==> src/rtl/cmc_pkg.sv <==
package cmc_pkg;
  typedef enum logic [1:0] {
    MODE_BYP  = 2'd0,
    MODE_WAIT = 2'd1,
    MODE_COMB = 2'd2
  } cmc_mode_e;
endpackage

==> src/rtl/cmc_sync.sv <==
module cmc_sync #(
  parameter int W = 4
) (
  input  logic         clk,
  input  logic         rst,
  input  logic [W-1:0] d_i,
  output logic [W-1:0] q_o
);
  logic [W-1:0] meta_q;
  logic [W-1:0] sync_q;

  always_ff @(posedge clk) begin
    if (rst) begin
      meta_q <= '0;
      sync_q <= '0;
    end else begin
      meta_q <= d_i;
      sync_q <= meta_q;
    end
  end

  assign q_o = sync_q;
endmodule

==> src/rtl/cmc_edge.sv <==
module cmc_edge #(
  parameter int W = 2
) (
  input  logic         clk,
  input  logic         rst,
  input  logic [W-1:0] lvl_i,
  output logic [W-1:0] rise_o
);
  logic [W-1:0] prev_q;

  always_ff @(posedge clk) begin
    if (rst) prev_q <= '0;
    else     prev_q <= lvl_i;
  end

  for (genvar g = 0; g < W; g++) begin : g_rise
    assign rise_o[g] = lvl_i[g] & ~prev_q[g];
  end
endmodule

==> src/rtl/cmc_level_filter.sv <==
module cmc_level_filter #(
  parameter int   STABLE_CYCLES = 8,
  parameter logic RESET_LEVEL   = 1'b0
) (
  input  logic clk,
  input  logic rst,
  input  logic raw_i,
  output logic level_o
);
  localparam int CW = $clog2(STABLE_CYCLES + 1);
  localparam logic [CW-1:0] LAST = CW'(STABLE_CYCLES - 1);

  logic [CW-1:0] run_q;
  logic          level_q;

  always_ff @(posedge clk) begin
    if (rst) begin
      run_q   <= '0;
      level_q <= RESET_LEVEL;
    end else if (raw_i == level_q) begin
      run_q <= '0;
    end else if (run_q == LAST) begin
      run_q   <= '0;
      level_q <= raw_i;
    end else begin
      run_q <= run_q + 1'b1;
    end
  end

  assign level_o = level_q;

  // A change of the accepted level needs the raw input at that level on the prior cycle
  AST_FILT_STEADY: assert property (@(posedge clk) disable iff (rst)
    (level_q != $past(level_q)) |-> ($past(raw_i) == level_q));
  AST_FILT_RUN_BOUND: assert property (@(posedge clk) disable iff (rst)
    run_q <= LAST);
endmodule

==> src/rtl/cmc_mode_fsm.sv <==
module cmc_mode_fsm
  import cmc_pkg::*;
#(
  parameter int N_PATHS = 3
) (
  input  logic               clk,
  input  logic               rst,
  input  logic               want_comb_i,
  input  logic               sync_entry_i,
  input  logic               vs_rise_i,
  input  logic               ln_rise_i,
  output cmc_mode_e          mode_o,
  output logic               clk_run_o,
  output logic [N_PATHS-1:0] path_sel_o,
  output logic               comb_o,
  output logic               settled_o
);
  cmc_mode_e          st_q, st_d;
  logic               run_q;
  logic [N_PATHS-1:0] sel_q;
  logic               comb_q;
  logic               settled_q;
  logic               settle_evt;

  always_comb begin
    st_d = st_q;
    unique case (st_q)
      MODE_BYP: begin
        if (want_comb_i) st_d = sync_entry_i ? MODE_WAIT : MODE_COMB;
      end
      MODE_WAIT: begin
        if (!want_comb_i)   st_d = MODE_BYP;
        else if (vs_rise_i) st_d = MODE_COMB;
      end
      MODE_COMB: begin
        if (!want_comb_i) st_d = MODE_BYP;
      end
      default: st_d = MODE_BYP;
    endcase
  end

  always_comb begin
    settle_evt = 1'b0;
    if (st_q == MODE_BYP)  settle_evt = ln_rise_i;
    if (st_q == MODE_COMB) settle_evt = vs_rise_i;
  end

  always_ff @(posedge clk) begin
    if (rst) begin
      st_q      <= MODE_BYP;
      run_q     <= 1'b0;
      sel_q     <= '0;
      comb_q    <= 1'b0;
      settled_q <= 1'b0;
    end else begin
      st_q   <= st_d;
      run_q  <= (st_d != MODE_BYP);
      sel_q  <= {N_PATHS{st_d == MODE_COMB}};
      comb_q <= (st_d == MODE_COMB);
      if (st_d != st_q)   settled_q <= 1'b0;
      else if (settle_evt) settled_q <= 1'b1;
    end
  end

  assign mode_o     = st_q;
  assign clk_run_o  = run_q;
  assign path_sel_o = sel_q;
  assign comb_o     = comb_q;
  assign settled_o  = settled_q;

  AST_EXIT_AT_ONCE: assert property (@(posedge clk) disable iff (rst)
    !want_comb_i |=> (st_q == MODE_BYP));
  AST_CLK_STOP: assert property (@(posedge clk) disable iff (rst)
    !want_comb_i |=> !run_q);
  AST_WAIT_FOR_VS: assert property (@(posedge clk) disable iff (rst)
    (st_q == MODE_WAIT && !vs_rise_i) |=> (st_q != MODE_COMB));
  AST_DIRECT_ENTRY: assert property (@(posedge clk) disable iff (rst)
    (st_q == MODE_BYP && want_comb_i && !sync_entry_i) |=> (st_q == MODE_COMB));
  AST_BYP_ROUTES: assert property (@(posedge clk) disable iff (rst)
    !comb_q |-> (sel_q == '0));
  AST_FLAG_MATCH: assert property (@(posedge clk) disable iff (rst)
    comb_q == (st_q == MODE_COMB));
  AST_SETTLE_CLEAR: assert property (@(posedge clk) disable iff (rst)
    (st_q != $past(st_q)) |-> !settled_q);
endmodule

==> src/rtl/comb_mode_ctrl.sv <==
module comb_mode_ctrl
  import cmc_pkg::*;
#(
  parameter int STABLE_CYCLES = 8
) (
  input  logic       clk,
  input  logic       rst,
  input  logic       mode_req_i,
  input  logic       pol_sync_i,
  input  logic       vsync_i,
  input  logic       hline_i,
  output logic [1:0] mode_o,
  output logic       clk_run_o,
  output logic       chroma_sel_o,
  output logic       luma_sel_o,
  output logic       cvbs_sel_o,
  output logic       comb_active_o,
  output logic       settled_o
);
  localparam int N_SYNC  = 4;
  localparam int N_EDGE  = 2;
  localparam int N_PATHS = 3;

  logic [N_SYNC-1:0]  pins_s;
  logic [N_EDGE-1:0]  rises;
  logic               want_raw, want_f;
  cmc_mode_e          mode_e;
  logic [N_PATHS-1:0] sel;

  cmc_sync #(.W(N_SYNC)) u_sync (
    .clk (clk), .rst (rst),
    .d_i ({hline_i, vsync_i, pol_sync_i, mode_req_i}),
    .q_o (pins_s)
  );

  cmc_edge #(.W(N_EDGE)) u_edge (
    .clk (clk), .rst (rst),
    .lvl_i  (pins_s[3:2]),
    .rise_o (rises)
  );

  // COMB is requested when the request level equals the select level
  assign want_raw = (pins_s[0] == pins_s[1]);

  cmc_level_filter #(.STABLE_CYCLES(STABLE_CYCLES), .RESET_LEVEL(1'b0)) u_filt (
    .clk (clk), .rst (rst),
    .raw_i   (want_raw),
    .level_o (want_f)
  );

  cmc_mode_fsm #(.N_PATHS(N_PATHS)) u_fsm (
    .clk          (clk),
    .rst          (rst),
    .want_comb_i  (want_f),
    .sync_entry_i (pins_s[1]),
    .vs_rise_i    (rises[0]),
    .ln_rise_i    (rises[1]),
    .mode_o       (mode_e),
    .clk_run_o    (clk_run_o),
    .path_sel_o   (sel),
    .comb_o       (comb_active_o),
    .settled_o    (settled_o)
  );

  assign mode_o       = mode_e;
  assign chroma_sel_o = sel[0];
  assign luma_sel_o   = sel[1];
  assign cvbs_sel_o   = sel[2];
endmodule

==> config.mk <==
export PLATFORM = sky130hd
export DESIGN_NAME = comb_mode_ctrl
export DESIGN_NICKNAME = d
export VERILOG_FILES = /design/src/rtl/cmc_pkg.sv /design/src/rtl/cmc_sync.sv /design/src/rtl/cmc_edge.sv /design/src/rtl/cmc_level_filter.sv /design/src/rtl/cmc_mode_fsm.sv /design/src/rtl/comb_mode_ctrl.sv
export SDC_FILE = /design/constraint.sdc
export NUM_CORES = 1
export LEC_CHECK = 0
export ABC_AREA = 1
export BUFFER_PORTS_ARGS = -buffer_cell sky130_fd_sc_hd__buf_2
export CORE_MARGIN = 5
export CORE_UTILIZATION = 46
export DETAILED_ROUTE_END_ITERATION = 7
export PLACE_DENSITY = 0.77
export SLEW_MARGIN = 20
export SYNTH_ARGS = -nofsm -noshare
export SYNTH_HDL_FRONTEND = slang
export SYNTH_SLANG_ARGS = --single-unit
==> constraint.sdc <==
create_clock -name clk -period 0.9 [get_ports clk]
set_input_delay 0.09 -clock clk [delete_from_list [all_inputs] [get_ports clk]]
set_output_delay 0.09 -clock clk [all_outputs]
set_load 0.005 [all_outputs]
After elaboration in Yosys (flattened, before gate mapping)

Index checks and enable logic that the tools add are counted.

Equality and inequality tests: 7
Bitwise logic cells: 5
Add/sub/neg operators: 1
Reductions and logical operators: 5
Multiplexer cells: 8

Operator list:

| operator            | number |
|---|---|
| $mux 2              | 5 |
| $pmux 2 s3          | 1 |
| $add 4x1->4 const B | 1 |
| $eq 2x2->1 const B  | 2 |
| $eq 4x3->1 const B  | 1 |
| $not 1->1           | 3 |
| $reduce_or 3->1     | 1 |
| $and 1x1->1         | 2 |
| $eq 1x1->1          | 2 |
| $eq 2x1->1 const B  | 1 |
| $logic_not 2->1     | 1 |
| $mux 1              | 2 |
| $ne 2x2->1          | 1 |
| $reduce_and 2->1    | 1 |
| $reduce_bool 2->1   | 1 |
| $reduce_or 2->1     | 1 |

Bits in registers: 21
Input bits: 6

Logic depth before layout (Yosys ltp)

Gate-level depths: netlist (run 1).

Word-level depth: 7
Gate-level depth with buffers: 8
Gate-level depth less buffers: 8

By module

From an unflattened synthesis (run 1), not the netlist that was laid out.

Cells, all modules: 102
Area, all modules: 783.3 µm²

Modules (own cells, without submodules):

| module           | instances | seq. area each (µm²) | cells an instance | area an instance (µm²) |
|---|---|---|---|---|
| cmc_mode_fsm     | 1         | 100.1                | 35                | 255.2 |
| cmc_sync         | 1         | 160.2                | 25                | 231.5 |
| cmc_level_filter | 1         | 100.1                | 29                | 215.2 |
| cmc_edge         | 1         | 40.0                 | 8                 | 62.6 |
| comb_mode_ctrl   | 1         | 0.0                  | 5                 | 18.8 |

Worst setup path after synthesis (run 1)

No wires, ideal clock.

Path kind: register to register
Start point: reg u_fsm.st_q[0] (netlist: u_fsm.mode_o[0])
End point: reg u_fsm.settled_q (netlist: u_fsm.settled_o)
Library setup time: 0.110 ns
Data arrival time: 0.839 ns
Clock period less this slack: 0.950 ns
Cell stages (with the launch flop): 8
Setup slack: -0.050 ns
Required time: 0.790 ns
Cell sequence: dfxtp_1 -> nand2_1 -> nand2_1 -> nor2_2 -> nand2_2 -> nand2_1 -> nand2_1 -> nor2_1

Word-level cells in the longest chain between the ends: 5
Elaborated cells on any way between the ends: 12
Those cells by class: eq/ne (3); mux (7); reduce/logical (2)

Ends and longest elaborated chain:

| item                             | line               | RTL |
|---|---|---|
| start, declared                  | cmc_mode_fsm.sv:18 | `cmc_mode_e st_q, st_d;` |
| start signal, assigned           | cmc_mode_fsm.sv:56 | `st_q <= st_d;` |
| $mux 2                           | cmc_mode_fsm.sv:33 | `else if (vs_rise_i) st_d = MODE_COMB;` |
| $mux 2                           | cmc_mode_fsm.sv:32 | `if (!want_comb_i) st_d = MODE_BYP;` |
| $pmux 2 s3                       | cmc_mode_fsm.sv:27 | `unique case (st_q)` |
| $ne 2x2->1                       | cmc_mode_fsm.sv:60 | `if (st_d != st_q) settled_q <= 1'b0;` |
| $reduce_or 2->1 (no source line) | -                  |  |
| end signal, assigned             | cmc_mode_fsm.sv:54 | `settled_q <= 1'b0;` |
| end signal, assigned             | cmc_mode_fsm.sv:60 |  |
| end signal, assigned             | cmc_mode_fsm.sv:61 | `else if (settle_evt) settled_q <= 1'b1;` |
| end, declared                    | cmc_mode_fsm.sv:22 | `logic settled_q;` |

Several ways; a longest one is shown, not always the timed one.
A chain may end at the register's enable or synchronous reset.

Worst setup path after layout (run 1)

Start point: reg u_filt.run_q[0]
End point: reg u_filt.level_q (netlist: u_filt.level_o)

Word-level cells in the longest chain between the ends: 2

Ends and longest elaborated chain:

| item                              | line                   | RTL |
|---|---|---|
| start, declared                   | cmc_level_filter.sv:13 | `logic [CW-1:0] run_q;` |
| start signal, assigned            | cmc_level_filter.sv:26 | `run_q <= run_q + 1'b1;` |
| $eq 4x3->1                        | cmc_level_filter.sv:22 | `end else if (run_q == LAST) begin` |
| $reduce_and 2->1 (no source line) | -                      |  |
| end signal, assigned              | cmc_level_filter.sv:24 | `level_q <= raw_i;` |
| end, declared                     | cmc_level_filter.sv:14 | `logic level_q;` |

Every way passes these cells.

==> results of run 1 <==
per-layer routing:
metal / wire length, um / vias to the layer above / part of all wire [%]
met1: 620 / 277 / 40
met5: 0 / - / 0
met2: 824 / 12 / 53
met3: 74 / 4 / 4.8
li1: - / 332 / -
met4: 27 / 0 / 1.7
sequential cells by signal, indices dropped and copies added, names as in the netlist:
| signal | count |
|---|---|
| u_sync.q_o | 4 |
| u_edge.prev_q | 2 |
| u_fsm.mode_o | 2 |
| u_fsm.settled_o | 1 |
| u_sync.meta_q | 4 |
| u_filt.run_q | 4 |
| u_fsm.clk_run_o | 1 |
| u_fsm.comb_o | 1 |
| u_filt.level_o | 1 |
cells in the mapped netlist, drive strengths merged:
cell type	number	area (um^2)
a21oi	1	5.000
dfxtp	20	400.4
nand3	3	15.01
clkbuf	1	3.750
xnor2	2	17.52
buf	3	22.52
inv	17	63.81
nor2	21	81.33
ha	1	12.51
nand2	13	53.80
nand3b	2	15.01
nand4	2	18.77
nor3	2	10.01
o21ai	3	15.01
xor2	1	8.760
worst paths after layout:
path | slack [ns] | depth (start not counted) | start | end
min reg2reg | 0.41 | 2 | u_sync.meta_q[0] | u_sync.q_o[0]
max | -0.11 | 4 | u_filt.run_q[0] | u_filt.level_o
max reg2reg | -0.11 | 4 | u_filt.run_q[0] | u_filt.level_o
min | 0.001 | 2 | rst | u_edge.prev_q[1]
stage by stage:
| step | total power (W) | instances |
|---|---|---|
| CTS | 0.001587 | 134 |
| global route | 0.001694 | 136 |
| floorplan | 0.001017 | 92 |
| global placement | 0.001055 | 125 |
| detailed placement | 0.001061 | 125 |
| finish | 0.001603 | 136 |
cell type report:
class                      instances  area [um^2]
clock buffer                       4        36.28
sequential                        20        417.9
tap                               16        20.02
fill                             116        444.2
inverter                          17        63.81
multi-input combinational         51        334.1
timing repair buffer              28        207.7
where the power goes:
part	internal [W]	leakage (nW)	switching (W)	total (W)
combinational	0.0000845	0.305	0.0000682	0.000153
sequential	0.000912	0.168	0.0000217	0.000934
clock	0.000247	0.0210	0.000270	0.000516
total	0.00124	0.494	0.000359	0.00160
worst reg2reg max path, cell delays in order (launching register included):
cell and delay, ns:
dfxtp_2 0.37, ha_4 0.14, nand3b_1 0.16, o21ai_1 0.17, a21oi_1 0.05
cell families (layout without fill, tap and decap cells):
group	count (synthesis)	after routing	share of synthesized area, %
flip-flops	20	20	53.87
adder cells (fa/ha/maj)	1	1	1.683
AO/OA/AOI/OAI	4	4	2.692
XOR/XNOR	3	3	3.536
AND/OR/NAND/NOR	43	43	26.09
buffers and inverters	21	49	12.12
timing repair:
item | CTS | global route
setup endpoints to repair | 11 | 15
setup buffers | 1 | 2
endpoints found under the hold margin | 5 | 1
pin swaps | 2 | 10
resized for setup | 9 | 19
==> flow_summary.rst, run 1 <==
.. list-table::
   :header-rows: 1

   * - Metric
     - Value
   * - Final wirelength
     - 1547 um
   * - WP buf/inv
     - 0
   * - Mapped cell area
     - 743.2 um^2
   * - Clock tree from TritonCTS
     - built
   * - Clock insertion delay at the later pin of the skew report
     - 0.30 ns
   * - # nets final
     - 128
   * - Horizontal die dimension
     - 50.20 um
   * - Setup repair after global routing missed its margin
     - true
   * - Post-synthesis area per instance
     - 8.078 um^2
   * - Die height
     - 50.20 um
   * - Synthesized Nets
     - 99
   * - Sequential area share after synthesis
     - 53.87%
   * - Leakage
     - 0.4945 nW
   * - Layout cells sized above 1
     - 44.17%
   * - Number of buffers created by CTS
     - 3
   * - Met2 track utilization from global routing
     - 22.18%
   * - Floorplan row count
     - 14
   * - Number of synthesized register bits
     - 20
   * - Class of the most critical hold timing path
     - input port to flop
   * - Layout Skew
     - 0.0009197 ns
   * - Placement-stage worst setup slack
     - -0.09155 ns
   * - Final setup slack of the worst path
     - -0.1051 ns
   * - Peak supply drop
     - 1.004 mV
   * - Number of H-tree levels
     - 1
   * - Sum of negative setup slack
     - -0.8074 ns
   * - Quantity of hold-fixing buffers added after cts
     - 4
   * - Detail Placement HPWL
     - 942.6 um
   * - DR WL/cell
     - 11.38 um
   * - Maximum net fanout on the critical path
     - 3
   * - Pin count of the biggest net entering global routing
     - 12
   * - Inserted Diodes
     - 0
   * - Fin. max-slew vios
     - 0
   * - Synth-to-layout area growth
     - 45.29%
   * - End-of-flow core utilization
     - 70.85%
   * - First-pass GRT wire length
     - 2352 um
   * - Sinks on Clock Net
     - 20
   * - Measured slew at the worst slew-check pin
     - 0.1949 ns
   * - Final setup fails
     - 11
   * - Count of input and output buffers
     - 13
   * - DR vias
     - 625
   * - Total routing resource utilization after global routing
     - 12.16%
   * - Result of the run
     - finished with violations
   * - Critical path's slowest cell
     - dfxtp_2
   * - Pwr dens
     - 1484 nW/um^2
   * - Critical path cell sequence
     - ha_4 > nand3b_1 > o21ai_1 > a21oi_1
   * - Clock transition at the registers of the reported paths
     - 0.11 ns
   * - Maximum Capacitance Violations
     - 0
   * - Busiest layer in global routing
     - met2
   * - Data required, critical path
     - 1.09 ns
   * - Peak Freq
     - 0.9950 GHz
   * - DRC viols
     - 0
   * - Number of library cell types mapped by synthesis
     - 19
   * - Kind of critical path
     - flop to flop
   * - Number of antenna violations at the first check in global routing
     - 0
   * - Most frequent cells in the layout
     - inv_1, nor2_1, dfxtp_1
   * - Crit path DAT
     - 1.20 ns
   * - Global routing usage on met3
     - 2.663%
   * - Number of endpoints with negative hold slack in the final report
     - 0
   * - Initial core utilization
     - 48.77%
   * - Total of warnings raised by yosys
     - 0
   * - Number of global-route vias before repair
     - 608
   * - CP Capture Type
     - flop
   * - Die area
     - 2520 um^2
   * - Grt met1 use
     - 12.68%
   * - Final design area excluding fillers
     - 1080 um^2
   * - Ports
     - 14
   * - Critical path's top delay family
     - flip-flops
   * - Area after DPL
     - 875.8 um^2
   * - Clk Tree Root Cell
     - clkbuf_4
   * - Initial DRC Count
     - 7
   * - Largest incremental delay on the critical path
     - 0.37 ns
   * - Remaining antenna violation count
     - 0
   * - Worst slack on hold paths
     - 0.001162 ns
   * - Slew HR
     - 86.97%
   * - Clock buffer depth
     - 2
   * - Vias per inst
     - 4.596
   * - Violations in the final reports
     - setup timing
   * - Core Footprint
     - 1524 um^2
   * - Min cycle time layout
     - 1.005 ns
   * - Worst Setup Start Kind
     - flop
   * - Final global-route overflow total
     - 0
   * - GPL Wtd Cong
     - 0.8615
   * - Part of the cycle the worst path needs
     - 111.7%
   * - Pre-antenna DRT Iters
     - 4
   * - Gate count after technology mapping
     - 92
Note: power is estimated with default switching activity, not from simulation.
==> run 2: changes to the inputs <==
--- a/config.mk
+++ b/config.mk
@@ -7,11 +7,14 @@
 export LEC_CHECK = 0
 export ABC_AREA = 1
 export BUFFER_PORTS_ARGS = -buffer_cell sky130_fd_sc_hd__buf_2
+export CELL_PAD_IN_SITES_DETAIL_PLACEMENT = 1
+export CELL_PAD_IN_SITES_GLOBAL_PLACEMENT = 1
 export CORE_MARGIN = 5
-export CORE_UTILIZATION = 46
+export CORE_UTILIZATION = 34
 export DETAILED_ROUTE_END_ITERATION = 7
 export PLACE_DENSITY = 0.77
 export SLEW_MARGIN = 20
 export SYNTH_ARGS = -nofsm -noshare
 export SYNTH_HDL_FRONTEND = slang
+export SYNTH_HIERARCHICAL = 1
 export SYNTH_SLANG_ARGS = --single-unit
==> run 2 against run 1 <==
  * The run still ends with setup timing left
  * Global-route usage increased by 0.94 points
  * Sequential share of layout area decreased by 3.5 points
  * Die area increased by 33%
  * Critical path depth decreased by 2
  * Clock-buffer cell count decreased by 1
  * Flip-flop and latch count unchanged
  * First-iteration DRC count increased by 14%
==> flow_summary.rst, run 2 <==
.. list-table::
   :header-rows: 1

   * - Metric
     - Value
   * - Count of input and output buffers
     - 13 (unchanged)
   * - Number of antenna violations at the first check in global routing
     - 0 (unchanged)
   * - Number of synthesized register bits
     - 20 (unchanged)
   * - Fin. max-slew vios
     - 0 (unchanged)
   * - Leakage
     - 0.5519 nW (+12%)
   * - Total of warnings raised by yosys
     - 6 (+6)
   * - Die height
     - 58.00 um (+16%)
   * - Clock tree from TritonCTS
     - built
   * - Mapped cell area
     - 783.3 um^2 (+5.4%)
   * - DR WL/cell
     - 12.84 um (+13%)
   * - GPL Wtd Cong
     - 0.7413 (-14%)
   * - Clock insertion delay at the later pin of the skew report
     - 0.31 ns (about the same)
   * - Clk Tree Root Cell
     - clkbuf_4
   * - First-pass GRT wire length
     - 3284 um (+40%)
   * - Yosys top cell by area
     - dfxtp_1
   * - Layout filler cell count
     - 269 (+130%)
   * - Floorplan row count
     - 17 (+3)
   * - DR vias
     - 740 (+18%)
   * - Min cycle time layout
     - 1.048 ns (+0.04259 ns)
   * - Placement-stage worst setup slack
     - -0.1816 ns (-0.09004 ns)
   * - Maximum net fanout on the critical path
     - 6 (+3)
   * - Violations in the final reports
     - setup timing
   * - List of most frequent post-synthesis cells
     - inv_1, nor2_1, dfxtp_1
   * - Final design area excluding fillers
     - 1187 um^2 (+10%)
   * - R2R Path Start
     - u_sync/q_o[1]
   * - Number of endpoints with negative hold slack in the final report
     - 0 (unchanged)
   * - Part of the cycle the worst path needs
     - 116.4% (+4.7 points)
   * - CP Capture Type
     - output pin
   * - Class of the most critical hold timing path
     - input port to flop
   * - Dominant register cell in the synthesized netlist
     - dfxtp_1
   * - Worst Reg2Reg Path Length in Cells
     - 4 (unchanged)
   * - Kind of critical path
     - flop to output pin
   * - Crit path DAT
     - 0.96 ns (-0.24 ns)
   * - Measured slew at the worst slew-check pin
     - 0.3487 ns (+0.1538 ns)
   * - Vias per inst
     - 4.625 (+0.64%)
   * - Final global-route overflow total
     - 0 (unchanged)
   * - Final setup slack of the worst path
     - -0.1477 ns (-0.04259 ns)
   * - Worst r2r dst
     - u_fsm/mode_o[1]
   * - Sequential area share after synthesis
     - 51.12% (-2.8 points)
   * - Inserted Diodes
     - 0 (unchanged)
   * - Die area
     - 3363 um^2 (+33%)
   * - Source of the critical timing path
     - u_fsm/mode_o[0]
   * - Area after DPL
     - 927.1 um^2 (+5.9%)
   * - Core Footprint
     - 2212 um^2 (+45%)
   * - Number of global-route vias before repair
     - 753 (+24%)
   * - Worst Setup Start Kind
     - flop
   * - Horizontal die dimension
     - 58.00 um (+16%)
   * - Leading cell type by number of instances after synthesis
     - inv_1
   * - Share of synthesized registers carrying an async set or reset
     - 0% (unchanged)
   * - Worst slack on hold paths
     - 0.09221 ns (+0.09105 ns)
   * - Setup repair after global routing missed its margin
     - true
   * - Post-synthesis area per instance
     - 7.679 um^2 (-4.9%)
   * - Clock buffer depth
     - 2 (unchanged)
   * - Pin count of the biggest net entering global routing
     - 13 (+1)
   * - Synthesized Nets
     - 109 (+10%)
   * - DRC viols
     - 0 (unchanged)
   * - Slew HR
     - 76.57% (-10 points)
   * - Overall Power
     - 0.001850 W (+15%)
   * - Total routing resource utilization after global routing
     - 13.09% (+0.94 points)
   * - Remaining antenna violation count
     - 0 (unchanged)
   * - # nets final
     - 140 (+9.4%)
   * - Largest cells by area after synthesis
     - dfxtp_1, inv_1, nor2_1
   * - Number of library cell types mapped by synthesis
     - 18 (-1)
   * - Number of synthesized flops with an enable pin
     - 0 (unchanged)
   * - Layout Skew
     - 0.01060 ns (+0.009678 ns)
   * - Pwr dens
     - 1558 nW/um^2 (+5.0%)
   * - Peak supply drop
     - 1.405 mV (+40%)
   * - Maximum Capacitance Violations
     - 0 (unchanged)
   * - Gate count after technology mapping
     - 102 (+11%)
   * - Synth-to-layout area growth
     - 51.60%
   * - Initial DRC Count
     - 8 (+1)
   * - Final wirelength
     - 2054 um (+33%)
   * - Number of buffers created by CTS
     - 3 (unchanged)
   * - Detail Placement HPWL
     - 1305 um (+38%)
   * - End-of-flow core utilization
     - 53.68% (-17 points)
   * - Final setup fails
     - 11 (unchanged)
   * - Most frequent cells in the layout
     - inv_1, nor2_1, buf_4
   * - Setup slack of the most critical reg-to-reg path
     - -0.14 ns (-0.03 ns)
   * - Number of H-tree levels
     - 1 (unchanged)
   * - Layout cells sized above 1
     - 53.03% (+8.9 points)
   * - Data required, critical path
     - 0.81 ns (-0.28 ns)
   * - Peak Freq
     - 0.9545 GHz (-4.1%)
   * - Clock transition at the registers of the reported paths
     - 0.13 ns (+0.02 ns)
   * - Sinks on Clock Net
     - 20 (unchanged)
   * - Area share of the leading cell type in the synthesized netlist
     - 51.12% (-2.8 points)
   * - Worst Setup EP
     - mode_o[0]
   * - Pre-antenna DRT Iters
     - 4 (unchanged)
   * - Initial core utilization
     - 35.41% (-13 points)
   * - Result of the run
     - finished with violations
   * - Ports
     - 14 (unchanged)
-- run 2: cell count changes after synthesis, sizes merged, moves of 2 or more --
cell,previous run,this run
inv,17,24
nand3,3,5
nand3b,2,0
nor4,0,2
o21ai,3,1
-- run 2: where the power goes --
part           internal, W  switching [W]  total [W]
Combinational    0.0000799      0.0000842   0.000164
Clock             0.000450       0.000302   0.000752
Sequential        0.000914      0.0000208   0.000935
Total              0.00144       0.000407    0.00185
-- run 2: worst max-delay path, stage by stage (launching register included) --
cell	delay [ns]
dfxtp_4	0.40
buf_4	0.14
buf_6	0.10
-- run 2: worst min path at each step --
stage               slack (ns)     from  depth (start not counted)          endpoint
floorplan                 0.16      rst                          1   u_fsm/mode_o[0]
global placement          0.29  vsync_i                          3  u_sync/meta_q[2]
detailed placement        0.30  vsync_i                          3  u_sync/meta_q[2]
CTS                       0.08      rst                          2     u_sync/q_o[2]
global route              0.09      rst                          2   u_fsm/clk_run_o
finish                    0.09      rst                          2   u_fsm/mode_o[0]
-- run 2: metal layers --
layer  wire (um)  share of wire [%]  global-route usage (%)
met5           0                  0                       0
met4          36                1.8                   4.967
met3         101                4.9                   2.004
met2        1148                 56                   25.65
met1         767                 37                   13.73
-- run 2: logic make-up after synthesis --
group / Yosys count / synth area share (%)
and+or+nand+nor: 47 / 26.36
buffers and inverters: 28 / 15.81
DFF: 20 / 51.12
AOI/OAI and AO/OA: 5 / 3.994
xor gates and xnor gates: 1 / 1.118
adders and majority gates: 1 / 1.597
-- run 2: area by class of cell --
| class | instances | area, um^2 | share of cell area (%) |
|---|---|---|---|
| tap | 28 | 35.03 | 2.950 |
| inverter | 24 | 92.59 | 7.798 |
| clock inverter | 1 | 30.03 | 2.529 |
| sequential | 20 | 417.9 | 35.19 |
| timing repair buffer | 30 | 225.2 | 18.97 |
| clock buffer | 3 | 22.52 | 1.897 |
| multi-input combinational | 54 | 364.1 | 30.66 |
-- run 2: repair_timing --
action / in CTS / in global routing
cloned: 0 / 0
hold buffers: 4 / 0
setup buffers: 1 / 3
setup endpoints to repair: 14 / 17
gates resized for setup: 21 / 27
hold endpoints to repair: 4 / 0
pin swaps: 11 / 15
-- run 2: metrics by stage --
step                      TNS (ns)  std cells
final                       -1.114        160
after CTS                  -0.9058        157
after global routing        -2.055        160
after floorplan           -0.01083        102
after detailed placement   -0.8348        148
after global placement     -0.2114        148
